**config.mk**
```make
export PLATFORM = sky130hd
export DESIGN_NAME = tap_port
export DESIGN_NICKNAME = d
export VERILOG_FILES = /design/src/rtl/tap_pkg.sv /design/src/rtl/tap_fsm.sv /design/src/rtl/tap_ir.sv /design/src/rtl/tap_dr.sv /design/src/rtl/tap_port.sv
export SDC_FILE = /design/constraint.sdc
export NUM_CORES = 1
export LEC_CHECK = 0
export ABC_AREA = 0
export BUFFER_PORTS_ARGS = -buffer_cell sky130_fd_sc_hd__buf_2
export CORE_MARGIN = 3
export CORE_UTILIZATION = 45
export CTS_CLUSTER_DIAMETER = 40
export DETAILED_ROUTE_END_ITERATION = 10
export PLACE_DENSITY = 0.75
export SETUP_SLACK_MARGIN = 0.1
export SYNTH_ARGS = -nofsm -noshare
export SYNTH_HDL_FRONTEND = slang
export SYNTH_SLANG_ARGS = --single-unit
```
**constraint.sdc**
```tcl
create_clock -name tck -period 2.3 [get_ports tck]
set_input_delay 0.23 -clock tck [delete_from_list [all_inputs] [get_ports tck]]
set_output_delay 0.23 -clock tck [all_outputs]
set_load 0.01 [all_outputs]
```
**src/rtl/tap_pkg.sv**
```systemverilog
package tap_pkg;
  typedef enum logic [3:0] {
    ST_TLR, ST_RTI, ST_SELDR, ST_CAPDR, ST_SHDR, ST_EX1DR, ST_PADR, ST_EX2DR,
    ST_UPDR, ST_SELIR, ST_CAPIR, ST_SHIR, ST_EX1IR, ST_PAIR, ST_EX2IR, ST_UPIR
  } tap_state_e;

  localparam int IR_W = 4;
  localparam logic [IR_W-1:0] OP_BYPASS  = 4'b1111;
  localparam logic [IR_W-1:0] OP_IDCODE  = 4'b1110;
  localparam logic [IR_W-1:0] OP_INTEST  = 4'b1100;
  localparam logic [IR_W-1:0] IR_CAPTURE = 4'b0001;

  typedef enum logic [1:0] { SEL_BYPASS, SEL_IDCODE, SEL_SCAN } dr_sel_e;
endpackage

```
**src/rtl/tap_fsm.sv**
```systemverilog
module tap_fsm import tap_pkg::*; (
  input  logic       tck,
  input  logic       rst_n,
  input  logic       tms,
  output tap_state_e state
);
  tap_state_e state_nxt;

  always_comb begin
    state_nxt = state;
    unique case (state)
      ST_TLR:   state_nxt = tms ? ST_TLR   : ST_RTI;
      ST_RTI:   state_nxt = tms ? ST_SELDR : ST_RTI;
      ST_SELDR: state_nxt = tms ? ST_SELIR : ST_CAPDR;
      ST_CAPDR: state_nxt = tms ? ST_EX1DR : ST_SHDR;
      ST_SHDR:  state_nxt = tms ? ST_EX1DR : ST_SHDR;
      ST_EX1DR: state_nxt = tms ? ST_UPDR  : ST_PADR;
      ST_PADR:  state_nxt = tms ? ST_EX2DR : ST_PADR;
      ST_EX2DR: state_nxt = tms ? ST_UPDR  : ST_SHDR;
      ST_UPDR:  state_nxt = tms ? ST_SELDR : ST_RTI;
      ST_SELIR: state_nxt = tms ? ST_TLR   : ST_CAPIR;
      ST_CAPIR: state_nxt = tms ? ST_EX1IR : ST_SHIR;
      ST_SHIR:  state_nxt = tms ? ST_EX1IR : ST_SHIR;
      ST_EX1IR: state_nxt = tms ? ST_UPIR  : ST_PAIR;
      ST_PAIR:  state_nxt = tms ? ST_EX2IR : ST_PAIR;
      ST_EX2IR: state_nxt = tms ? ST_UPIR  : ST_SHIR;
      ST_UPIR:  state_nxt = tms ? ST_SELDR : ST_RTI;
      default:  state_nxt = ST_TLR;
    endcase
  end

  always_ff @(posedge tck or negedge rst_n) begin
    if (!rst_n) state <= ST_TLR;
    else        state <= state_nxt;
  end
endmodule

```
**src/rtl/tap_ir.sv**
```systemverilog
module tap_ir import tap_pkg::*; (
  input  logic            tck,
  input  logic            rst_n,
  input  logic            tdi,
  input  tap_state_e      state,
  output logic [IR_W-1:0] ir,
  output logic            ir_lsb,
  output dr_sel_e         sel
);
  logic [IR_W-1:0] sh_q, sh_nxt, ir_nxt;
  logic            sh_en, ir_en;

  assign sh_en  = (state == ST_CAPIR) || (state == ST_SHIR);
  assign sh_nxt = (state == ST_CAPIR) ? IR_CAPTURE : {tdi, sh_q[IR_W-1:1]};
  assign ir_en  = (state == ST_TLR) || (state == ST_UPIR);
  assign ir_nxt = (state == ST_TLR) ? OP_IDCODE : sh_q;
  assign ir_lsb = sh_q[0];

  always_ff @(posedge tck or negedge rst_n) begin
    if (!rst_n) begin
      sh_q <= IR_CAPTURE;
      ir   <= OP_IDCODE;
    end else begin
      if (sh_en) sh_q <= sh_nxt;
      if (ir_en) ir   <= ir_nxt;
    end
  end

  always_comb begin
    unique case (ir)
      OP_IDCODE: sel = SEL_IDCODE;
      OP_INTEST: sel = SEL_SCAN;
      default:   sel = SEL_BYPASS;
    endcase
  end
endmodule

```
**src/rtl/tap_dr.sv**
```systemverilog
module tap_dr import tap_pkg::*; #(
  parameter int          CORE_W   = 6,
  parameter int          SYS_W    = 5,
  parameter logic [31:0] ID_VALUE = 32'h0000_0001
) (
  input  logic                      tck,
  input  logic                      rst_n,
  input  logic                      tdi,
  input  tap_state_e                state,
  input  dr_sel_e                   sel,
  input  logic [CORE_W-1:0]         core_val,
  input  logic [SYS_W-1:0]          sys_val,
  output logic                      dr_lsb,
  output logic [CORE_W+SYS_W-1:0]   upd_q
);
  localparam int SCAN_W = CORE_W + SYS_W;
  localparam int ID_W   = 32;

  logic cap, shf, act;
  assign cap = (state == ST_CAPDR);
  assign shf = (state == ST_SHDR);
  assign act = cap || shf;

  logic              byp_q, byp_nxt, byp_en;
  logic [ID_W-1:0]   id_q, id_nxt;
  logic              id_en;
  logic [SCAN_W-1:0] scan_q, scan_nxt, cap_vec;
  logic              scan_en, upd_en;

  assign byp_en  = act && (sel == SEL_BYPASS);
  assign byp_nxt = cap ? 1'b0 : tdi;
  assign id_en   = act && (sel == SEL_IDCODE);
  assign id_nxt  = cap ? ID_VALUE : {tdi, id_q[ID_W-1:1]};
  assign scan_en = act && (sel == SEL_SCAN);
  assign upd_en  = (state == ST_UPDR) && (sel == SEL_SCAN);
  assign cap_vec = {core_val, sys_val};

  for (genvar i = 0; i < SCAN_W; i++) begin : g_cell
    if (i == SCAN_W - 1) begin : g_head
      assign scan_nxt[i] = cap ? cap_vec[i] : tdi;
    end else begin : g_body
      assign scan_nxt[i] = cap ? cap_vec[i] : scan_q[i+1];
    end
  end

  always_ff @(posedge tck or negedge rst_n) begin
    if (!rst_n) begin
      byp_q  <= 1'b0;
      id_q   <= ID_VALUE;
      scan_q <= '0;
      upd_q  <= '0;
    end else begin
      if (byp_en)  byp_q  <= byp_nxt;
      if (id_en)   id_q   <= id_nxt;
      if (scan_en) scan_q <= scan_nxt;
      if (upd_en)  upd_q  <= scan_q;
    end
  end

  always_comb begin
    unique case (sel)
      SEL_IDCODE: dr_lsb = id_q[0];
      SEL_SCAN:   dr_lsb = scan_q[0];
      default:    dr_lsb = byp_q;
    endcase
  end
endmodule

```
**src/rtl/tap_port.sv**
```systemverilog
module tap_port import tap_pkg::*; #(
  parameter int          CORE_W     = 6,
  parameter int          SYS_W      = 5,
  parameter logic [3:0]  ID_VERSION = 4'h2,
  parameter logic [15:0] ID_PART    = 16'h5C31,
  parameter logic [10:0] ID_MFR     = 11'h0A7
) (
  input  logic              tck,
  input  logic              trst_n,
  input  logic              tms,
  input  logic              tdi,
  input  logic [CORE_W-1:0] core_val,
  input  logic [SYS_W-1:0]  sys_val,
  output logic              tdo,
  output logic              tdo_en,
  output logic              test_mode,
  output logic [SYS_W-1:0]  core_drv,
  output logic [CORE_W-1:0] pin_drv
);
  localparam int          SCAN_W   = CORE_W + SYS_W;
  localparam logic [31:0] ID_VALUE = {ID_VERSION, ID_PART, ID_MFR, 1'b1};

  logic [1:0] rst_sync;
  logic       rst_n;

  always_ff @(posedge tck or negedge trst_n) begin
    if (!trst_n) rst_sync <= 2'b00;
    else         rst_sync <= {rst_sync[0], 1'b1};
  end
  assign rst_n = rst_sync[1];

  tap_state_e      state;
  logic [IR_W-1:0] ir;
  logic            ir_lsb, dr_lsb;
  dr_sel_e         sel;
  logic [SCAN_W-1:0] upd_q;

  tap_fsm u_fsm (.tck(tck), .rst_n(rst_n), .tms(tms), .state(state));

  tap_ir u_ir (
    .tck(tck), .rst_n(rst_n), .tdi(tdi), .state(state),
    .ir(ir), .ir_lsb(ir_lsb), .sel(sel)
  );

  tap_dr #(.CORE_W(CORE_W), .SYS_W(SYS_W), .ID_VALUE(ID_VALUE)) u_dr (
    .tck(tck), .rst_n(rst_n), .tdi(tdi), .state(state), .sel(sel),
    .core_val(core_val), .sys_val(sys_val), .dr_lsb(dr_lsb), .upd_q(upd_q)
  );

  logic tdo_nxt, en_nxt;
  always_comb begin
    en_nxt  = (state == ST_SHIR) || (state == ST_SHDR);
    tdo_nxt = 1'b0;
    if (state == ST_SHIR)      tdo_nxt = ir_lsb;
    else if (state == ST_SHDR) tdo_nxt = dr_lsb;
  end

  always_ff @(negedge tck or negedge rst_n) begin
    if (!rst_n) begin
      tdo    <= 1'b0;
      tdo_en <= 1'b0;
    end else begin
      tdo    <= tdo_nxt;
      tdo_en <= en_nxt;
    end
  end

  assign test_mode = (sel == SEL_SCAN);
  assign core_drv  = test_mode ? upd_q[SYS_W-1:0]      : sys_val;
  assign pin_drv   = test_mode ? upd_q[SCAN_W-1:SYS_W] : core_val;
endmodule

```
==> impl_metrics.env, run 1 <==
export IMPL_status="finished, violations left"
export IMPL_violations="setup timing"
export IMPL_antenna_found_initial=0
export IMPL_power_density_mw_per_mm2=1231
export IMPL_cp_slowest_cell="dfstp_2"
export IMPL_netlist_instances=330
export IMPL_yosys_area_share_simple_pct=15.26
export IMPL_synth_area_leaders="dfrtp_1, dfstp_2, nand2_1, mux2_2, o21ai_1"
export IMPL_clockPowerShare_pct=21.9
export IMPL_row_count=30
export IMPL_p_switching_uw=1878
export IMPL_maxCapViolations=0
export IMPL_hold_slack_ns=0.1486
export IMPL_end_kind="register"
export IMPL_path_cells="nand2_2 > or3_4 > ha_4 > nand2_1 > o21ai_1 > a22o_1"
export IMPL_ios=29
export IMPL_gp_congestion=0.7219
export IMPL_hpwl_mm=4.045
export IMPL_cts_htree_levels=3
export IMPL_cts_tree="yes"
export IMPL_power_uw=5110
export IMPL_fin_util_pct=59.78
export IMPL_die_area_mm2=0.008407
export IMPL_synth_seq_cells=71
export IMPL_yosys_warnings=0
export IMPL_cpPeakStageDelay_ns=0.54
export IMPL_yosys_area_top_type_share_pct=38.62
export IMPL_synth_xor_area_share_pct=0.2651
export IMPL_path_class="reg -> reg"
export IMPL_hp_class="in -> reg"
export IMPL_yosysUniqueCellTypes=40
export IMPL_slew_headroom_pct=44.81
export IMPL_synth_top_family_by_area="simple AND/OR/NAND/NOR gates"
export IMPL_peakVddDrop_v=0.0006782
export IMPL_grt_pass1_wl_mm=11.93
export IMPL_first_global_vias=2484
export IMPL_seq_power_share_pct=40.3
export IMPL_synth_compound_area_share_pct=13.14
export IMPL_layout_setup_ws_ns=-0.5153
export IMPL_ant_nets=0
export IMPL_drt_iter0_drc=120
export IMPL_numCtsBuffers=9
export IMPL_seq_area_frac_synth_pct=54.45
export IMPL_pwr_share_comb_pct=37.8
export IMPL_drive_above_1_share_pct=34.91
export IMPL_r2r_slack_ns=-0.52
export IMPL_fp_coreArea_mm2=0.006944
export IMPL_finClkSkew_ns=0.02247
export IMPL_grt_max_degree=68
export IMPL_intPower_uw=3232
export IMPL_leakage_uw=0.001842
export IMPL_synthAdderAreaFrac_pct=1.136
export IMPL_routed_wl_mm=7.207
export IMPL_worstSkewPairLatency_ns=0.36
export IMPL_syn_to_final_growth_pct=25.63
export IMPL_track_usage_pct=17.97
export IMPL_vias=2518
export IMPL_dr_pass1_iters=4
export IMPL_viasPerCell=5.279
export IMPL_die_x_um=91.69
export IMPL_critPathLaunchType="register"
export IMPL_synth_nets=348
export IMPL_arrival_ns=1.85
export IMPL_crit_fanout=2
export IMPL_fillers=536
export IMPL_clk_pin_slew_ns=0.08
export IMPL_rsz0062_at_grt="true"
export IMPL_io_buffers=28
export IMPL_synthMuxAreaShare_pct=11.21
export IMPL_setup_viol=13
export IMPL_syn_avg_cell_area_um2=10.01
export IMPL_worstMarginPinSlew_ns=0.8278
export IMPL_slew_viol_final=0
export IMPL_syn_cell_area_mm2=0.003304
export IMPL_cts_root_buf="clkbuf_8"
export IMPL_switching_share_pct=36.75
export IMPL_die_y_um=91.69
export IMPL_required_ns=1.33
export IMPL_drc=0
export IMPL_clock_sinks=71
export IMPL_avgRoutedWirePerCell_um=15.11
export IMPL_cts_buffer_depth=2
export IMPL_grt_overflow=0
export IMPL_synth_top_cell_by_area="dfrtp_1"
export IMPL_start_util_pct=47.59
export IMPL_layout_nets=394
export IMPL_hold_viol=0
export IMPL_n_antenna_cell=0
registers in the layout, summed over array words and instances (netlist names):
signal	flops
u_dr.scan_q	11
u_dr.id_q	32
u_dr.upd_q	11
u_fsm.state	4
u_ir.sh_q	4
tdo_en	1
u_ir.ir	4
u_dr.byp_q	1
tdo	1
rst_sync	2
power by group through the flow:
stage	Sequential, µW	Combinational [µW]	Clock [µW]
after floorplan	2000	1410	0
after global placement	2040	1720	0
after detailed placement	2050	1790	0
after CTS	2040	1860	1130
after global routing	2120	2180	1190
final	2060	1930	1120
layout by cell type (no fill, tap or decap), types with 2 or more instances in the layout:
| master | instances |
|---|---|
| nor3_1 | 3 |
| o22ai_1 | 2 |
| o21ai_1 | 43 |
| dfrtn_1 | 2 |
| mux2_2 | 12 |
| dfrtp_1 | 48 |
| buf_6 | 16 |
| nor2b_1 | 3 |
| clkinv_2 | 2 |
| bufinv_16 | 2 |
| nand2_1 | 75 |
| o21ai_4 | 3 |
| nor2_1 | 21 |
| a22oi_1 | 3 |
| buf_2 | 16 |
| o21a_1 | 2 |
| nand3_1 | 2 |
| ha_4 | 2 |
| o21ai_0 | 9 |
| nand2_2 | 2 |
| clkbuf_8 | 9 |
| buf_4 | 19 |
| a21oi_1 | 7 |
| mux2i_1 | 10 |
| mux2_4 | 11 |
| nand2b_1 | 3 |
| inv_2 | 2 |
| dfrtp_2 | 2 |
| inv_1 | 3 |
| dfstp_2 | 18 |
| buf_12 | 3 |
cells in the mapped netlist:
cell type and n:
nand2_1 77, dfrtp_1 51, o21ai_1 43, mux2_2 23
nor2_1 22, dfstp_2 18, buf_2 12, mux2i_1 10
o21ai_0 10, a21oi_1 7, inv_1 5, a22oi_1 4
buf_4 4, clkbuf_1 3, ha_1 3, nand2b_1 3
nand3_1 3, nor2b_1 3, nor3_1 3, buf_6 2
dfrtn_1 2, o21a_1 2, o22ai_1 2, or3_1 2
a211oi_1 1, a221oi_1 1, a22o_1 1, a32o_1 1
and2_1 1, and4bb_4 1, buf_1 1, conb_1 1
mux2_1 1, nor4b_4 1, o211ai_1 1, o21ai_2 1
o21ai_4 1, o2bb2ai_1 1, or2_2 1, xor2_1 1
final cells by class:
cell class / instances / area [µm²] / share of cell area (%)
clock buffers: 9 / 123.9 / 2.984
clock inverters: 7 / 95.09 / 2.291
inverters: 5 / 18.77 / 0.4521
multi-input cells: 233 / 1488 / 35.83
flip-flops and latches: 71 / 1805 / 43.49
well taps: 96 / 120.1 / 2.893
repair buffers: 56 / 500.5 / 12.06
path summary, 6_finish.rpt:
kind,start,depth (start not counted),end
max,u_ir.ir[2],6,tdo
min,tdi,3,u_ir.sh_q[3]
max reg2reg,u_ir.ir[2],6,tdo
min reg2reg,rst_sync[0],0,rst_sync[1]
max in group asynchronous,rst_sync[1],0,tdo
min in group asynchronous,trst_n,2,rst_sync[1]
critical path: cells and delay by family (launching register included):
| kind | cells | cell delay [ns] |
|---|---|---|
| AOI/OAI and AO/OA | 2 | 0.24 |
| DFF | 1 | 0.54 |
| adders and majority gates | 1 | 0.23 |
| and+or+nand+nor | 3 | 0.49 |
per-layer routing:
metal	global-route usage [%]	vias to the layer above	wire length, µm
li1	-	1208	-
met1	21.92	1250	3155
met2	29.58	42	3576
met3	5.824	18	278
met4	7.054	0	197
met5	0	-	0
metrics by stage:
step	instances	area [µm²]	TNS (ns)	setup slack [ns]
finish	477	4151	-3.553	-0.5153
floorplan	330	3362	-0.4809	-0.4809
global route	477	4151	-4.699	-0.5760
global placement	451	3649	-0.4894	-0.4894
CTS	475	4113	-3.267	-0.5038
detailed placement	451	3649	-0.8258	-0.5400
what timing repair did:
item | 4_1_cts | 5_1_grt
pin swaps | 2 | 1
buffers inserted | 5 | 1
cloned | 2 | 1
gates resized for setup | 36 | 8
hold buffers | 1 | 0
hold endpoints to repair | 2 | 0
setup endpoints to repair | 37 | 38
cells by family after synthesis:
logic type | count (synthesis)
muxes | 34
DFF | 71
AOI/OAI and AO/OA | 76
xor gates and xnor gates | 1
adders and majority gates | 3
other | 1
and+or+nand+nor | 117
buffers and inverters | 27
Power figures use the tool's default switching activity.
==> inputs of run 2 (changes only) <==
SETUP_SLACK_MARGIN = default   (was 0.1)
==> run 2 against run 1 <==
Compared with the run above:
- the run still ends with setup timing left
- clock-buffer cell count grew 2
- via count rose by 1.3%
- sequential share of layout area about the same
- critical path type unchanged
- critical endpoint unchanged
- highest routed layer unchanged
==> impl_metrics.env, run 2 (same netlist as run 1, synthesis figures left out) <==
export IMPL_status="finished, violations left"
export IMPL_violations="setup timing"
export IMPL_leakage_uw=0.001843
export IMPL_largest_reg_flops=32
export IMPL_place_ws_ns=-0.5129
export IMPL_arrival_ns=1.88
export IMPL_r2r_slack_ns=-0.55
export IMPL_endpoint="tdo"
export IMPL_p_switching_uw=1857
export IMPL_fp_coreArea_mm2=0.006944
export IMPL_io_buffers=28
export IMPL_dpl_instance_area_mm2=0.003654
export IMPL_avgRoutedWirePerCell_um=15.18
export IMPL_layout_nets=400
export IMPL_die_y_um=91.69
export IMPL_hold_viol=0
export IMPL_intPower_uw=3053
export IMPL_hpwl_mm=4.302
export IMPL_hp_class="reg -> async"
export IMPL_rsz0062_at_grt="true"
export IMPL_setup_viol=24
export IMPL_drc=0
export IMPL_routed_wl_mm=7.333
export IMPL_vias=2550
export IMPL_rr_startpoint="u_ir.ir[2]"
export IMPL_maxCapViolations=0
export IMPL_r2r_end="tdo"
export IMPL_die_area_mm2=0.008407
export IMPL_antenna_found_initial=0
export IMPL_finClkSkew_ns=0.01493
export IMPL_drt_iter0_drc=109
export IMPL_cp_slowest_cell="dfstp_2"
export IMPL_die_x_um=91.69
export IMPL_cts_buffer_depth=2
export IMPL_end_kind="register"
export IMPL_worstMarginPinSlew_ns=0.7075
export IMPL_viasPerCell=5.280
export IMPL_power_density_mw_per_mm2=1187
export IMPL_crit_fanout=2
export IMPL_path_class="reg -> reg"
export IMPL_top_register="u_dr.id_q"
export IMPL_cpPeakStageDelay_ns=0.55
export IMPL_clockPowerShare_pct=18.0
export IMPL_critPathTopFamily="flip-flops"
export IMPL_ios=29
export IMPL_worst_path_stages=6
export IMPL_grt_max_degree=59
export IMPL_largestRegisters="u_dr.id_q (32), u_dr.scan_q (11), u_dr.upd_q (11)"
export IMPL_slew_viol_final=0
export IMPL_design_area_mm2=0.004136
export IMPL_ant_nets=0
export IMPL_n_antenna_cell=0
export IMPL_clock_sinks=71
export IMPL_first_global_vias=2401
export IMPL_layout_common_cells="nand2_1, dfrtp_1, o21ai_1"
export IMPL_worstSkewPairLatency_ns=0.34
export IMPL_hold_slack_ns=0.1576
export IMPL_slew_headroom_pct=52.83
export IMPL_crit_buf_inv=0
export IMPL_clk_pin_slew_ns=0.07
export IMPL_required_ns=1.32
export IMPL_reg2regPathDepth=6
export IMPL_setup_tns_ns=-5.217
export IMPL_layout_commonest_cell="nand2_1"
export IMPL_syn_to_final_growth_pct=25.18
export IMPL_critPathLaunchType="register"
export IMPL_startpoint="u_ir.ir[2]"
export IMPL_numCtsBuffers=9
export IMPL_pwr_share_comb_pct=40.1
export IMPL_cts_tree="yes"
export IMPL_start_util_pct=47.59
export IMPL_peakVddDrop_v=0.0005697
export IMPL_grt_overflow=0
export IMPL_row_count=30
export IMPL_gp_congestion=0.7405
export IMPL_seq_power_share_pct=42.0
export IMPL_switching_share_pct=37.82
export IMPL_drive_above_1_share_pct=34.88
export IMPL_path_cells="nand2_2 > or3_4 > ha_4 > a22oi_2 > o21ai_1 > a22o_1"
export IMPL_track_usage_pct=17.14
export IMPL_cts_htree_levels=3
export IMPL_grt_pass1_wl_mm=11.59
export IMPL_cts_root_buf="clkbuf_8"
export IMPL_dr_pass1_iters=4
export IMPL_power_uw=4910
export IMPL_layout_setup_ws_ns=-0.5545
==> run 2: cell types whose count changed in the layout (fill, tap and decap cells not counted), moves of 2 or more <==
cell	before	now
buf_6	16	13
dfrtp_1	48	50
buf_4	19	25
bufinv_16	2	0
==> run 2: worst register-to-register path, delay by kind of cell (launching register included) <==
| kind | cells | cell delay [ns] |
|---|---|---|
| flops | 1 | 0.55 |
| simple gates | 2 | 0.42 |
| compound gates | 3 | 0.39 |
| fa+ha+maj | 1 | 0.18 |
==> run 2: per-layer routing <==
metal | GRT usage, % | vias up | routed length (µm)
met5 | 0 | - | 0
met4 | 4.827 | 0 | 234
met3 | 4.348 | 26 | 308
met2 | 28.06 | 61 | 3630
met1 | 22.66 | 1241 | 3160
li1 | - | 1222 | -
==> run 2: area by class of cell <==
| class | instances | area (µm²) |
|---|---|---|
| clock inverter | 5 | 33.78 |
| fill | 545 | 2808 |
| tap | 96 | 120.1 |
| sequential | 71 | 1800 |
| timing repair buffer | 61 | 524.3 |
| multi-input combinational | 234 | 1498 |
| inverter | 5 | 18.77 |
| clock buffer | 11 | 141.4 |
==> run 2: worst min path at each step <==
stage / endpoint / startpoint / depth (start not counted) / slack, ns
final: u_dr.id_q[31] / rst_sync[1] / 0 / 0.16
after global routing: rst_sync[1] / trst_n / 2 / 0.18
after CTS: u_dr.id_q[31] / rst_sync[1] / 0 / 0.16
after detailed placement: rst_sync[0] / trst_n / 1 / 0.02
after global placement: rst_sync[0] / trst_n / 1 / 0.02
after floorplan: rst_sync[0] / trst_n / 0 / -0.07
==> run 2: timing repair <==
item	CTS	global route
endpoints found under the hold margin	2	0
endpoints found under the setup margin	20	35
resized for setup	30	15
buffers inserted	4	6
hold buffers	1	0
pin swaps	3	5
gates cloned	1	2
==> run 2: power groups by stage <==
stage | clock network (µW) | logic (µW) | registers [µW]
6_report | 882 | 1970 | 2060
5_1_grt | 968 | 2200 | 2120
4_1_cts | 905 | 1890 | 2040
3_5_place_dp | 0 | 1820 | 2060
3_3_place_gp | 0 | 1750 | 2040
2_1_floorplan | 0 | 1380 | 1990
==> run 2: metrics by stage <==
stage	cells	utilization, %
2_1_floorplan	330	-
4_1_cts	476	57.75
3_3_place_gp	454	52.61
6_report	483	59.57
5_1_grt	483	59.57
3_5_place_dp	454	52.61
